--- config.mk ---
export PLATFORM = sky130hd
export DESIGN_NAME = serial_rx_overrun
export DESIGN_NICKNAME = d
export VERILOG_FILES = /design/src/rtl/srx_pkg.sv /design/src/rtl/srx_tick_gen.sv /design/src/rtl/srx_frame_fsm.sv /design/src/rtl/srx_hold_regs.sv /design/src/rtl/serial_rx_overrun.sv
export SDC_FILE = /design/constraint.sdc
export NUM_CORES = 1
export LEC_CHECK = 0
export ABC_AREA = 1
export BUFFER_PORTS_ARGS = -buffer_cell sky130_fd_sc_hd__buf_2
export CAP_MARGIN = 20
export CORE_ASPECT_RATIO = 1.4
export CORE_MARGIN = 3
export CORE_UTILIZATION = 45
export CTS_BUF_LIST = sky130_fd_sc_hd__clkbuf_8
export DETAILED_ROUTE_END_ITERATION = 10
export GPL_ROUTABILITY_DRIVEN = 0
export GPL_TIMING_DRIVEN = 0
export PLACE_DENSITY_LB_ADDON = 0.3
export SYNTH_ARGS = -nofsm -noshare
export SYNTH_HDL_FRONTEND = slang
export SYNTH_SLANG_ARGS = --single-unit
--- constraint.sdc ---
create_clock -name clk -period 3.8 [get_ports clk]
set_input_delay 0.38 -clock clk [delete_from_list [all_inputs] [get_ports clk]]
set_output_delay 0.38 -clock clk [all_outputs]
set_load 0.01 [all_outputs]
--- src/rtl/srx_pkg.sv ---
package srx_pkg;
  localparam int DATA_W   = 8;
  localparam int OVS      = 16;
  localparam int SAMP_W   = $clog2(OVS + 1);
  localparam int FRAME_BITS = DATA_W + 2;
  localparam int BIT_W    = $clog2(FRAME_BITS);
  localparam int SAMP_LO  = 7;
  localparam int SAMP_MID = 8;
  localparam int SAMP_HI  = 9;

  typedef enum logic [0:0] { RX_IDLE, RX_BUSY } rx_state_t;

  // majority of three samples
  function automatic logic vote3(input logic a, input logic b, input logic c);
    return (a & b) | (a & c) | (b & c);
  endfunction

  // samples do not all agree
  function automatic logic split3(input logic a, input logic b, input logic c);
    return !((a == b) && (b == c));
  endfunction

  // last clock of a tick period; divisor 0 treated as 1
  function automatic logic tick_end(input int unsigned cnt, input int unsigned div);
    int unsigned lim;
    lim = (div == 0) ? 0 : div - 1;
    return cnt >= lim;
  endfunction
endpackage

--- src/rtl/srx_tick_gen.sv ---
module srx_tick_gen #(
  parameter int BDW = 12
) (
  input  logic           clk,
  input  logic           rst_n,
  input  logic [BDW-1:0] baud_div,
  output logic           tick
);
  import srx_pkg::*;
  logic [BDW-1:0] cnt;
  logic           at_end;

  always_comb at_end = tick_end(int'(unsigned'(cnt)), int'(unsigned'(baud_div)));

  always_ff @(posedge clk or negedge rst_n) begin
    if (!rst_n) begin
      cnt  <= '0;
      tick <= 1'b0;
    end else begin
      tick <= at_end;
      cnt  <= at_end ? '0 : cnt + 1'b1;
    end
  end

  p_tick_gap_r4: assert property (@(posedge clk) disable iff (!rst_n)
    (tick && baud_div > 1) |=> !tick);
endmodule

--- src/rtl/srx_frame_fsm.sv ---
module srx_frame_fsm (
  input  logic                      clk,
  input  logic                      rst_n,
  input  logic                      rx_en,
  input  logic                      tick,
  input  logic                      rxs,
  output logic                      start_ok,
  output logic                      frame_done,
  output logic [srx_pkg::DATA_W-1:0] f_data,
  output logic                      f_noise,
  output logic                      f_ferr
);
  import srx_pkg::*;
  rx_state_t           state;
  logic [SAMP_W-1:0]   samp;
  logic [BIT_W-1:0]    bitn;
  logic                prev_hi;
  logic                s_lo, s_mid;
  logic [DATA_W-1:0]   shreg;
  logic                nz_acc;
  logic                decide, bit_val, bit_nz;

  always_comb begin
    decide  = (state == RX_BUSY) && tick && (samp == SAMP_W'(SAMP_HI));
    bit_val = vote3(s_lo, s_mid, rxs);
    bit_nz  = split3(s_lo, s_mid, rxs);
  end

  always_ff @(posedge clk or negedge rst_n) begin
    if (!rst_n) begin
      state      <= RX_IDLE;
      samp       <= '0;
      bitn       <= '0;
      prev_hi    <= 1'b0;
      s_lo       <= 1'b1;
      s_mid      <= 1'b1;
      shreg      <= '0;
      nz_acc     <= 1'b0;
      start_ok   <= 1'b0;
      frame_done <= 1'b0;
      f_data     <= '0;
      f_noise    <= 1'b0;
      f_ferr     <= 1'b0;
    end else begin
      start_ok   <= 1'b0;
      frame_done <= 1'b0;
      if (!rx_en) begin
        state   <= RX_IDLE;
        prev_hi <= 1'b0;
      end else if (tick) begin
        if (state == RX_IDLE) begin
          prev_hi <= rxs;
          if (prev_hi && !rxs) begin
            state  <= RX_BUSY;
            samp   <= SAMP_W'(1);
            bitn   <= '0;
            nz_acc <= 1'b0;
          end
        end else begin
          if (samp == SAMP_W'(SAMP_LO))  s_lo  <= rxs;
          if (samp == SAMP_W'(SAMP_MID)) s_mid <= rxs;
          samp <= (samp == SAMP_W'(OVS)) ? SAMP_W'(1) : samp + 1'b1;
          if (samp == SAMP_W'(OVS)) bitn <= bitn + 1'b1;
          if (decide) begin
            if (bitn == '0) begin
              if (bit_val) begin
                state   <= RX_IDLE;
                prev_hi <= rxs;
              end else begin
                start_ok <= 1'b1;
                nz_acc   <= bit_nz;
              end
            end else if (bitn == BIT_W'(FRAME_BITS - 1)) begin
              frame_done <= 1'b1;
              f_data     <= shreg;
              f_noise    <= nz_acc | bit_nz;
              f_ferr     <= !bit_val;
              state      <= RX_IDLE;
              prev_hi    <= rxs;
            end else begin
              shreg  <= {bit_val, shreg[DATA_W-1:1]};
              nz_acc <= nz_acc | bit_nz;
            end
          end
        end
      end
    end
  end

  p_start_before_done_r2: assert property (@(posedge clk) disable iff (!rst_n)
    !(start_ok && frame_done));
  p_idle_when_off_r11: assert property (@(posedge clk) disable iff (!rst_n)
    !rx_en |=> (state == RX_IDLE) && !frame_done);
endmodule

--- src/rtl/srx_hold_regs.sv ---
module srx_hold_regs (
  input  logic                       clk,
  input  logic                       rst_n,
  input  logic                       rx_en,
  input  logic                       frame_done,
  input  logic [srx_pkg::DATA_W-1:0] f_data,
  input  logic                       f_noise,
  input  logic                       f_ferr,
  input  logic                       start_ok,
  input  logic                       stat_rd,
  input  logic                       data_rd,
  output logic [srx_pkg::DATA_W-1:0] hold_data,
  output logic                       full,
  output logic                       noise,
  output logic                       ferr,
  output logic                       ovr
);
  import srx_pkg::*;
  logic              armed, parked, drop;
  logic [DATA_W-1:0] park_data;
  logic              park_nz, park_fe;
  logic              clear_seq, move, load_direct, park_new, ovr_set;

  always_comb begin
    clear_seq   = data_rd && armed;
    move        = !full && parked;
    load_direct = frame_done && !drop && !full && !parked;
    park_new    = frame_done && !drop && !load_direct;
    ovr_set     = start_ok && parked && full;
  end

  always_ff @(posedge clk or negedge rst_n) begin
    if (!rst_n) begin
      hold_data <= '0;
      full      <= 1'b0;
      noise     <= 1'b0;
      ferr      <= 1'b0;
      ovr       <= 1'b0;
      armed     <= 1'b0;
      parked    <= 1'b0;
      drop      <= 1'b0;
      park_data <= '0;
      park_nz   <= 1'b0;
      park_fe   <= 1'b0;
    end else begin
      if (clear_seq) begin
        full  <= 1'b0;
        noise <= 1'b0;
        ferr  <= 1'b0;
        ovr   <= 1'b0;
        armed <= 1'b0;
      end else if (stat_rd && full) begin
        armed <= 1'b1;
      end
      if (move) begin
        full      <= 1'b1;
        hold_data <= park_data;
        noise     <= noise | park_nz;
        ferr      <= ferr | park_fe;
      end else if (load_direct) begin
        full      <= 1'b1;
        hold_data <= f_data;
        noise     <= noise | f_noise;
        ferr      <= ferr | f_ferr;
      end
      if (park_new) begin
        parked    <= 1'b1;
        park_data <= f_data;
        park_nz   <= f_noise;
        park_fe   <= f_ferr;
      end else if (move) begin
        parked <= 1'b0;
      end
      if (ovr_set) ovr <= 1'b1;
      if (!rx_en) drop <= 1'b0;
      else if (ovr_set) drop <= 1'b1;
      else if (frame_done && drop) drop <= 1'b0;
    end
  end

  p_clear_needs_arm_r5: assert property (@(posedge clk) disable iff (!rst_n)
    $fell(full) |-> $past(data_rd) && $past(armed));
  p_parked_moves_r6: assert property (@(posedge clk) disable iff (!rst_n)
    (parked && !full) |=> full && !$past(park_new) |-> !parked);
  p_ovr_cause_r7: assert property (@(posedge clk) disable iff (!rst_n)
    $rose(ovr) |-> $past(parked) && $past(start_ok));
endmodule

--- src/rtl/serial_rx_overrun.sv ---
module serial_rx_overrun #(
  parameter int BDW = 12
) (
  input  logic           clk,
  input  logic           rst_n,
  input  logic           rx_en,
  input  logic           rx_irq_en,
  input  logic [BDW-1:0] baud_div,
  input  logic           rxd,
  input  logic           stat_rd,
  input  logic           data_rd,
  output logic [7:0]     rx_data,
  output logic           st_full,
  output logic           st_overrun,
  output logic           st_noise,
  output logic           st_frame,
  output logic           rx_irq
);
  import srx_pkg::*;
  logic [1:0]        sync;
  logic              tick, start_ok, frame_done, f_noise, f_ferr;
  logic [DATA_W-1:0] f_data;

  always_ff @(posedge clk or negedge rst_n) begin
    if (!rst_n) sync <= 2'b11;
    else        sync <= {sync[0], rxd};
  end

  srx_tick_gen #(.BDW(BDW)) u_tick (
    .clk(clk), .rst_n(rst_n), .baud_div(baud_div), .tick(tick)
  );

  srx_frame_fsm u_fsm (
    .clk(clk), .rst_n(rst_n), .rx_en(rx_en), .tick(tick), .rxs(sync[1]),
    .start_ok(start_ok), .frame_done(frame_done), .f_data(f_data),
    .f_noise(f_noise), .f_ferr(f_ferr)
  );

  srx_hold_regs u_hold (
    .clk(clk), .rst_n(rst_n), .rx_en(rx_en), .frame_done(frame_done),
    .f_data(f_data), .f_noise(f_noise), .f_ferr(f_ferr), .start_ok(start_ok),
    .stat_rd(stat_rd), .data_rd(data_rd), .hold_data(rx_data), .full(st_full),
    .noise(st_noise), .ferr(st_frame), .ovr(st_overrun)
  );

  always_comb rx_irq = rx_irq_en && st_full;

  p_irq_follows_full_r10: assert property (@(posedge clk) disable iff (!rst_n)
    rx_irq |-> st_full);
  p_flags_need_full_r1: assert property (@(posedge clk) disable iff (!rst_n)
    (st_noise || st_frame) |-> st_full);
endmodule

==> results_dict.tcl, run 1 <==
set metrics [dict create \
    status "complete, no violations" \
    grt_use_total_pct 15.46 \
    fin_skew_ns 0.005519 \
    vias 3098 \
    rsz0062_at_grt "false" \
    drt-initial-drc-count 78 \
    final-instance-count-excl-fill 636 \
    worstHoldPathType "in2reg" \
    clockBufferDepth 2 \
    maxSlewViolCount 0 \
    hold_depth 1 \
    clock_latency_ns 0.34 \
    antenna_found_initial 0 \
    hpwlAfterDp_mm 5.484 \
    areaGrowthSynthToFinish_pct 14.52 \
    syn_nets 523 \
    io_pins 32 \
    nFillCells 832 \
    grt_max_degree 61 \
    yosys.area.top_type "dfrtp_1" \
    ir_drop_mv 0.2794 \
    synth_edf_count 0 \
    yosysTopAreaCellShare_pct 44.00 \
    drive_above_1_share_pct 16.20 \
    netlist_area_mm2 0.003981 \
    dp.cells 619 \
    critPathLaunchType "primary input" \
    reg2reg_setup_slack_ns 2.04 \
    yosysMostFrequentCell "nand2_1" \
    yosysWarningCount 0 \
    nets 567 \
    async_flop_share_pct 100.0 \
    core-area_mm2 0.008608 \
    fin_crit_sh_pct 65.77 \
    diodes 0 \
    numCtsBuffers 9 \
    synth_cells 482 \
    initial_utilization_pct 46.25 \
    cts.sinks 74 \
    io_buffers 31 \
    relSlewSlack_pct 72.22 \
    postRouteAntennaNets 0 \
    path_max_fanout 10 \
    cts-root-buf "clkbuf_8" \
    hold_violations 0 \
    die_y_um 117.3 \
    cp.required_ns 4.07 \
    synth_flop_cell "dfrtp_1" \
    drc 0 \
    grt_pass1_vias 2994 \
    total_leakage_power_uw 0.002340 \
    htreeDepth 3 \
    synth_area_leaders "dfrtp_1 (44%), nand2_1 (12%), ha_1 (6.9%)" \
    wl_mm 7.052 \
    dieArea_mm2 0.01003 \
    worstSetupPathType "in2reg" \
    clkSlewWorstSetupHoldPaths_ns 0.07 \
    setup_viol 0 \
    grt_pass1_wl_mm 12.53 \
    yosysSeqAreaShare_pct 46.64 \
    fmax_mhz 400.1 \
    cts_tree "yes" \
    tightestPinTransition_ns 0.4168 \
    ys_top_cells_by_count "nand2_1 (127), dfrtp_1 (70), inv_1 (58)" \
    rows 40 \
    maxCapViolations 0 \
    r2r_cells 11 \
    setup-tns-final_ns 0 \
    vias_per_cell 4.871 \
    ys_ff_latch 74 \
    arrival_ns 2.77 \
    grt_overflow_total 0 \
    syn_area_per_cell_um2 8.260 \
    ys_types 32 \
    die_x_um 85.50 \
    post_drt_wl_per_cell_um 11.09 \
    dr.pass1.iters 4 \
    power_density_mw_per_mm2 426.6 \
    period_minus_slack_ns 2.499 \
    setup.worst_path.end_class "flip-flop" \
]
## per-layer routing
metal  vias up  GRT usage (%)  share of wire, %
li1       1638              -                 -
met1      1400          15.93                42
met3         8          3.011               3.4
met5         -              0                 0
met2        52          29.30                53
met4         0          8.131               1.6
## critical path, stage by stage
cell,delay [ns]
buf_2,0.10
inv_1,0.10
ha_1,0.24
nand3_1,0.17
nor3_2,0.30
nand3_2,0.23
nand2_1,0.13
ha_1,0.24
nand2_1,0.07
inv_1,0.04
nand2_1,0.07
nor2_1,0.05
nor2_1,0.08
nand2_1,0.07
nand2_1,0.05
nand2_1,0.11
buf_2,0.21
nor2_1,0.12
## kinds of logic after synthesis
family	count (synthesis)	synth area share (%)
AND/OR/NAND/NOR	237	25.77
flip-flops	74	46.64
buffers and inverters	68	7.071
AO/OA/AOI/OAI	63	9.648
adder cells (fa/ha/maj)	22	6.914
XOR/XNOR	18	3.960
## power by group
group / internal, uW / switching, uW
Combinational: 125 / 167
Clock: 469 / 272
Sequential: 846 / 66.4
Total: 1440 / 505
## metrics by stage
stage / total power, uW / hold slack [ns] / setup WS [ns] / area, um2 / util [%]
3_3_place_gp: 1198 / 0.3455 / 0.9728 / 4268 / 49.58
4_1_cts: 1978 / 0.1071 / 1.268 / 4559 / 52.97
3_5_place_dp: 1221 / 0.2574 / 0.9024 / 4298 / 49.93
6_report: 1945 / 0.1315 / 1.301 / 4559 / 52.97
2_1_floorplan: 1127 / 0.08441 / 1.465 / 3981 / -
5_1_grt: 2075 / 0.1017 / 0.9135 / 4559 / 52.97
## final timing paths
path,startpoint,end
worst max register to register,u_tick.cnt[5],u_tick.cnt[10]
worst max-delay path,baud_div[0],u_tick.cnt[10]
worst min-delay path,rxd,sync[0]
min in group asynchronous,rst_n,u_fsm.bitn[3]
max in group asynchronous,rst_n,u_fsm.s_lo
worst min register to register,sync[0],sync[1]
## state kept, by name (all words and copies together), names as in the netlist, 2 cells and up
signal            cells
sync                  2
u_fsm.bitn            4
u_fsm.f_data          8
u_fsm.samp            5
u_fsm.shreg           8
u_hold.hold_data      8
u_hold.park_data      8
u_tick.cnt           12
## area by class of cell
type,count,area (um2),area share [%]
Multi-Input combinational cell,340,1843,40.42
Clock inverter,5,100.1,2.195
Inverter,61,229.0,5.022
Timing Repair Buffer,33,195.2,4.281
Buffer,7,52.55,1.153
Tap cell,105,131.4,2.881
Sequential cell,74,1857,40.72
Clock buffer,11,151.4,3.321
## cells in the final DEF (no fill, tap or decap), drive strengths merged, types with 2 or more instances in the layout
cell type and instances:
clkinv 3, nand4 7, nor3 6, nand2 132
dfrtp 70, xor2 13, o22ai 2, dfstp 4
xnor2 5, inv 60, bufinv 3, o21ai 34
nand3 34, nor2 55, o211ai 3, buf 38
ha 22, a31oi 9, a21oi 14, clkbuf 12
or2 2
## what timing repair did
| item | 4_1_cts | 5_1_grt |
|---|---|---|
| hold endpoints to repair | 12 | 0 |
| hold buffers | 1 | 0 |
| gates resized for setup | 0 | 0 |
| buffers inserted | 0 | 0 |
| endpoints found under the setup margin | 0 | 0 |
(Power assumes the default switching activity.)
==> run 2, diff against run 1 <==
--- a/config.mk
+++ b/config.mk
@@ -5,7 +5,7 @@
 export SDC_FILE = /design/constraint.sdc
 export NUM_CORES = 1
 export LEC_CHECK = 0
-export ABC_AREA = 1
+export ABC_AREA = 0
 export BUFFER_PORTS_ARGS = -buffer_cell sky130_fd_sc_hd__buf_2
 export CAP_MARGIN = 20
 export CORE_ASPECT_RATIO = 1.4
==> constraint.sdc (replaced) <==
create_clock -name clk -period 2.3 [get_ports clk]
set_input_delay 0.23 -clock clk [delete_from_list [all_inputs] [get_ports clk]]
set_output_delay 0.23 -clock clk [all_outputs]
set_load 0.01 [all_outputs]
==> run 2 against run 1 <==
Compared with the run above:
- largest cell class is now multi-input combinational cells
- combinational power rose by 95%
- synthesized area down 2.7%
- critical path depth is 7 lower
- utilization up 2.4 points
==> results_dict.tcl, run 2 <==
set metrics [dict create \
    async_flop_share_pct 100.0 \
    rsz0062_at_grt "false" \
    hpwlAfterDp_mm 5.091 \
    drt-initial-drc-count 90 \
    cp_cell_sequence "buf_2 -> nor4_4 -> nand4_1 -> buf_4 -> nand2_1 -> ha_4 -> and2_1 -> a221oi_2 -> o21ai_4 -> buf_6 -> a211oi_2" \
    grt_pass1_wl_mm 12.28 \
    dp.cells 484 \
    yosysWarningCount 0 \
    muxShareOfSynthArea_pct 12.05 \
    worstSetupPathType "in2reg" \
    yosysMostFrequentCell "dfrtp_1" \
    synth_top_family_by_area "simple AND/OR/NAND/NOR gates" \
    path_max_fanout 6 \
    arrival_ns 2.42 \
    yosysTopAreaCellShare_pct 45.23 \
    drive_above_1_share_pct 28.96 \
    numCtsBuffers 9 \
    htreeDepth 3 \
    vias_per_cell 5.441 \
    clock_latency_ns 0.34 \
    final_common_cell "dfrtp_1" \
    final_cell_mix "dfrtp_1 (70), nand2_1 (35), buf_2 (33)" \
    post_drt_wl_per_cell_um 14.19 \
    tightestPinTransition_ns 0.5703 \
    fin_crit_sh_pct 94.19 \
    clockBufferDepth 2 \
    maxSlewViolCount 0 \
    yosys.area.top_type "dfrtp_1" \
    rows 39 \
    fin_skew_ns 0.006670 \
    finalInstanceArea_mm2 0.004563 \
    setup_viol 0 \
    synth_compound_area_share_pct 10.57 \
    largest_reg_flops 12 \
    dr.pass1.iters 4 \
    ys_ff_latch 74 \
    areaGrowthSynthToFinish_pct 17.84 \
    diodes 0 \
    drc 0 \
    synth_flop_cell "dfrtp_1" \
    total_leakage_power_uw 0.002130 \
    regMostFlops "u_tick.cnt" \
    setup.worst_path.end_class "flip-flop" \
    maxCapViolations 0 \
    cts-root-buf "clkbuf_8" \
    worstHoldPathType "in2reg" \
    cts.sinks 74 \
    netlist_area_mm2 0.003872 \
    syn_nets 391 \
    initial_utilization_pct 46.96 \
    nets 441 \
    status "complete, no violations" \
    cp.required_ns 2.56 \
    synth_cells 350 \
    ir_drop_mv 0.3436 \
    dieArea_mm2 0.009770 \
    core-area_mm2 0.008247 \
    hold_depth 2 \
    synth_simple_gate_area_share_pct 15.96 \
    ys_types 52 \
    fmax_mhz 461.6 \
    wl_mm 7.180 \
    dpl_cell_area_mm2 0.004202 \
    period_minus_slack_ns 2.166 \
    antenna_found_initial 0 \
    r2r_cells 7 \
    relSlewSlack_pct 61.90 \
    vias 2753 \
    power_density_mw_per_mm2 641.9 \
    die_y_um 115.8 \
    grt_max_degree 75 \
    grt_overflow_total 0 \
    synth_edf_count 0 \
    slowest_stage "nor4_4" \
    io_pins 32 \
    grt_pass1_vias 2767 \
    yosysSeqAreaShare_pct 47.95 \
    synthXorXnorAreaFrac_pct 3.845 \
    synth_area_leaders "dfrtp_1 (45%), mux2_2 (8.4%), ha_1 (7.1%)" \
    postRouteAntennaNets 0 \
    synth_fa_ha_area_share_pct 7.108 \
    final-instance-count-excl-fill 506 \
    io_buffers 31 \
    clkSlewWorstSetupHoldPaths_ns 0.07 \
    cts_tree "yes" \
    die_x_um 84.40 \
    hold_violations 0 \
    max_stage_delay_ns 0.42 \
    critPathLaunchType "primary input" \
    syn_area_per_cell_um2 11.06 \
    ys_top_cells_by_count "dfrtp_1 (70), nand2_1 (36), mux2_2 (29)" \
    grt_use_total_pct 15.52 \
]
## run 2: metal layers
layer | global-route usage [%] | up-vias | wire length, um
met1 | 16.41 | 1329 | 2914
met2 | 29.14 | 53 | 3889
met5 | 0 | - | 0
met4 | 7.286 | 0 | 91
li1 | - | 1364 | -
met3 | 3.485 | 7 | 285
## run 2: critical path: cells and delay by family
kind	cells	cell delay, ns
fa+ha+maj	1	0.21
compound gates	3	0.67
simple gates	4	0.82
buf+inv	3	0.48
## run 2: worst paths after layout
check | end | slack [ns] | startpoint
min in group asynchronous | u_hold.armed | 0.43 | rst_n
worst min-delay path | u_hold.armed | 0.10 | data_rd
worst max register to register | u_fsm.f_data[4] | 0.38 | u_fsm.samp[1]
worst max-delay path | u_tick.cnt[5] | 0.13 | baud_div[4]
max in group asynchronous | sync[0] | 1.52 | rst_n
worst min register to register | sync[1] | 0.36 | sync[0]
## run 2: kinds of logic (layout without fill, tap and decap cells)
logic type / after synthesis / count (layout)
DFF: 74 / 74
adders and majority gates: 22 / 22
AOI/OAI and AO/OA: 60 / 60
buffers and inverters: 21 / 74
xor gates and xnor gates: 17 / 17
and+or+nand+nor: 113 / 114
muxes: 43 / 43
## run 2: cell type report
type | count | area [um2]
well taps | 102 | 127.6
fillers | 718 | 3684
flip-flops and latches | 74 | 1857
clock inverters | 4 | 20.02
inverters | 12 | 45.04
clock buffers | 11 | 151.4
multi-input cells | 256 | 2059
repair buffers | 39 | 246.5
plain buffers | 8 | 56.30
## run 2: metrics by stage
stage	TNS [ns]	worst slack, ns	utilization (%)	hold WS (ns)	total power (uW)
global route	0	0.0002556	55.33	0.1104	3088
floorplan	0	0.009392	-	-0.06559	1769
detailed placement	-6.251	-0.5692	50.95	0.2727	1928
global placement	-5.211	-0.4756	50.58	0.3376	1897
finish	0	0.1336	55.33	0.1029	2929
CTS	0	0.006099	53.45	0.08882	2819
## run 2: what timing repair did
action | in CTS | in global routing
pin swaps | 0 | 11
resized for setup | 4 | 26
setup endpoints to repair | 10 | 13
setup buffers | 0 | 4
cloned | 1 | 1
endpoints found under the hold margin | 71 | 0
hold buffers | 2 | 0
## run 2: power breakdown
| part | internal, uW | switching, uW | leakage (uW) |
|---|---|---|---|
| logic | 265 | 303 | 0.00103 |
| clock network | 435 | 440 | 0.0000938 |
| registers | 1380 | 110 | 0.00100 |
| total | 2080 | 853 | 0.00213 |
==> run 3, diff against run 2 <==
--- a/config.mk
+++ b/config.mk
@@ -5,7 +5,7 @@
 export SDC_FILE = /design/constraint.sdc
 export NUM_CORES = 1
 export LEC_CHECK = 0
-export ABC_AREA = 0
+export ABC_AREA = 1
 export BUFFER_PORTS_ARGS = -buffer_cell sky130_fd_sc_hd__buf_2
 export CAP_MARGIN = 20
 export CORE_ASPECT_RATIO = 1.4
==> run 3 against run 2 <==
Compared with the run above:
- non-clock buffer count decreased by 1
- via count rose by 14%
- first-iteration DRC count down 3.3%
==> results_dict.tcl, run 3 (synthesized netlist as in run 1, its figures left out) <==
set metrics [dict create \
    max_stage_delay_ns 0.30 \
    maxCapViolations 0 \
    cts.sinks 74 \
    total_leakage_power_uw 0.002373 \
    setup.worst_path.end_class "flip-flop" \
    grt_use_met2_pct 29.30 \
    rows 40 \
    initial_utilization_pct 46.25 \
    dp.cells 619 \
    hold_violations 0 \
    worstHoldPathType "in2reg" \
    htreeDepth 3 \
    grt_pass1_wl_mm 12.59 \
    setup_viol 0 \
    final-instance-count-excl-fill 642 \
    die_x_um 85.50 \
    dr.pass1.iters 4 \
    cts-root-buf "clkbuf_8" \
    antenna_found_initial 0 \
    critPathLaunchType "primary input" \
    maxSlewViolCount 0 \
    power_density_mw_per_mm2 693.1 \
    vias_per_cell 4.886 \
    nets 573 \
    io_buffers 31 \
    cpLargestDelayFamily "simple AND/OR/NAND/NOR gates" \
    grtUsageMet1_pct 16.02 \
    worstSetupPathType "in2reg" \
    setup-tns-final_ns 0 \
    path_buf_inv 4 \
    period_minus_slack_ns 2.166 \
    worst_slack_ns 0.1336 \
    final_common_cell "nand2_1" \
    place_ws_ns -0.4476 \
    fin_skew_ns 0.006042 \
    numCtsBuffers 9 \
    cts_tree "yes" \
    status "complete, no violations" \
    vias 3137 \
    clkSlewWorstSetupHoldPaths_ns 0.07 \
    regMostFlops "u_tick.cnt" \
    grt_max_degree 61 \
    drc 0 \
    die_y_um 117.3 \
    ir_drop_mv 0.4616 \
    regArea_mm2 0.001857 \
    arrival_ns 2.43 \
    slowest_stage "nor3_4" \
    grt_use_total_pct 15.52 \
    cp_cell_sequence "buf_2 -> inv_2 -> ha_4 -> nand3_4 -> nor3_4 -> nand3_4 -> buf_4 -> nand2_1 -> ha_1 -> a21oi_1 -> nor3_1 -> nor3_1 -> nand2_2 -> buf_6 -> nor2_1" \
    tightestPinTransition_ns 0.4163 \
    grt_pass1_vias 3015 \
    fmax_mhz 461.6 \
    fin_crit_sh_pct 94.19 \
    top_usage_layer "met2" \
    clock_latency_ns 0.34 \
    grt_use_met3_pct 2.941 \
    final_cell_mix "nand2_1 (126), dfrtp_1 (70), inv_1 (57)" \
    hold_depth 2 \
    nFillCells 819 \
    postRouteAntennaNets 0 \
    path_max_fanout 10 \
    wl_mm 7.166 \
    cp.required_ns 2.57 \
    hpwlAfterDp_mm 5.484 \
    diodes 0 \
    drt-initial-drc-count 87 \
    grt_overflow_total 0 \
    crit_cells 15 \
    drive_above_1_share_pct 18.25 \
    clockBufferDepth 2 \
    dieArea_mm2 0.01003 \
    areaGrowthSynthToFinish_pct 17.10 \
    io_pins 32 \
    multi_input_area_mm2 0.001892 \
    relSlewSlack_pct 72.25 \
    largest_reg_flops 12 \
    core-area_mm2 0.008608 \
    r2r_cells 11 \
    post_drt_wl_per_cell_um 11.16 \
]
run 3: timing repair:
item,4_1_cts,5_1_grt
resized for setup,2,12
hold endpoints to repair,15,0
setup endpoints to repair,10,13
hold buffers,2,0
setup buffers,0,5
pin swaps,0,4
run 3: final timing paths:
kind | from | end | slack, ns
setup / recovery | baud_div[0] | u_tick.cnt[10] | 0.13
hold / removal | data_rd | u_hold.armed | 0.07
setup reg to reg | u_tick.cnt[5] | u_tick.cnt[10] | 0.66
hold reg to reg | sync[0] | sync[1] | 0.36
max in group asynchronous | rst_n | u_fsm.s_lo | 1.42
min in group asynchronous | rst_n | u_fsm.bitn[3] | 0.28
run 3: per-layer routing:
layer,share of wire (%),vias up
met5,0,-
met4,1.9,0
met3,3.1,10
met2,53,47
met1,42,1431
li1,-,1649
run 3: area by class of cell:
type	count	area share (%)
Clock buffer	11	3.247
Clock inverter	5	2.147
Sequential cell	74	39.83
Buffer	7	1.261
Inverter	61	4.911
Tap cell	105	2.818
Multi-Input combinational cell	340	40.58
Timing Repair Buffer	39	5.207
run 3: power breakdown:
group | internal, uW | switching (uW) | total (uW)
combinational | 216 | 285 | 500
sequential | 1400 | 110 | 1510
clock | 776 | 447 | 1220
total | 2390 | 842 | 3230
run 3: stage by stage:
stage	total power, uW	hold WS [ns]	cell area, um2	utilization [%]
2_1_floorplan	1861	-0.06559	3981	-
3_3_place_gp	1980	0.3449	4268	49.58
4_1_cts	3270	0.04405	4583	53.24
3_5_place_dp	2017	0.1074	4298	49.93
5_1_grt	3447	0.06505	4662	54.16
6_report	3231	0.06938	4662	54.16
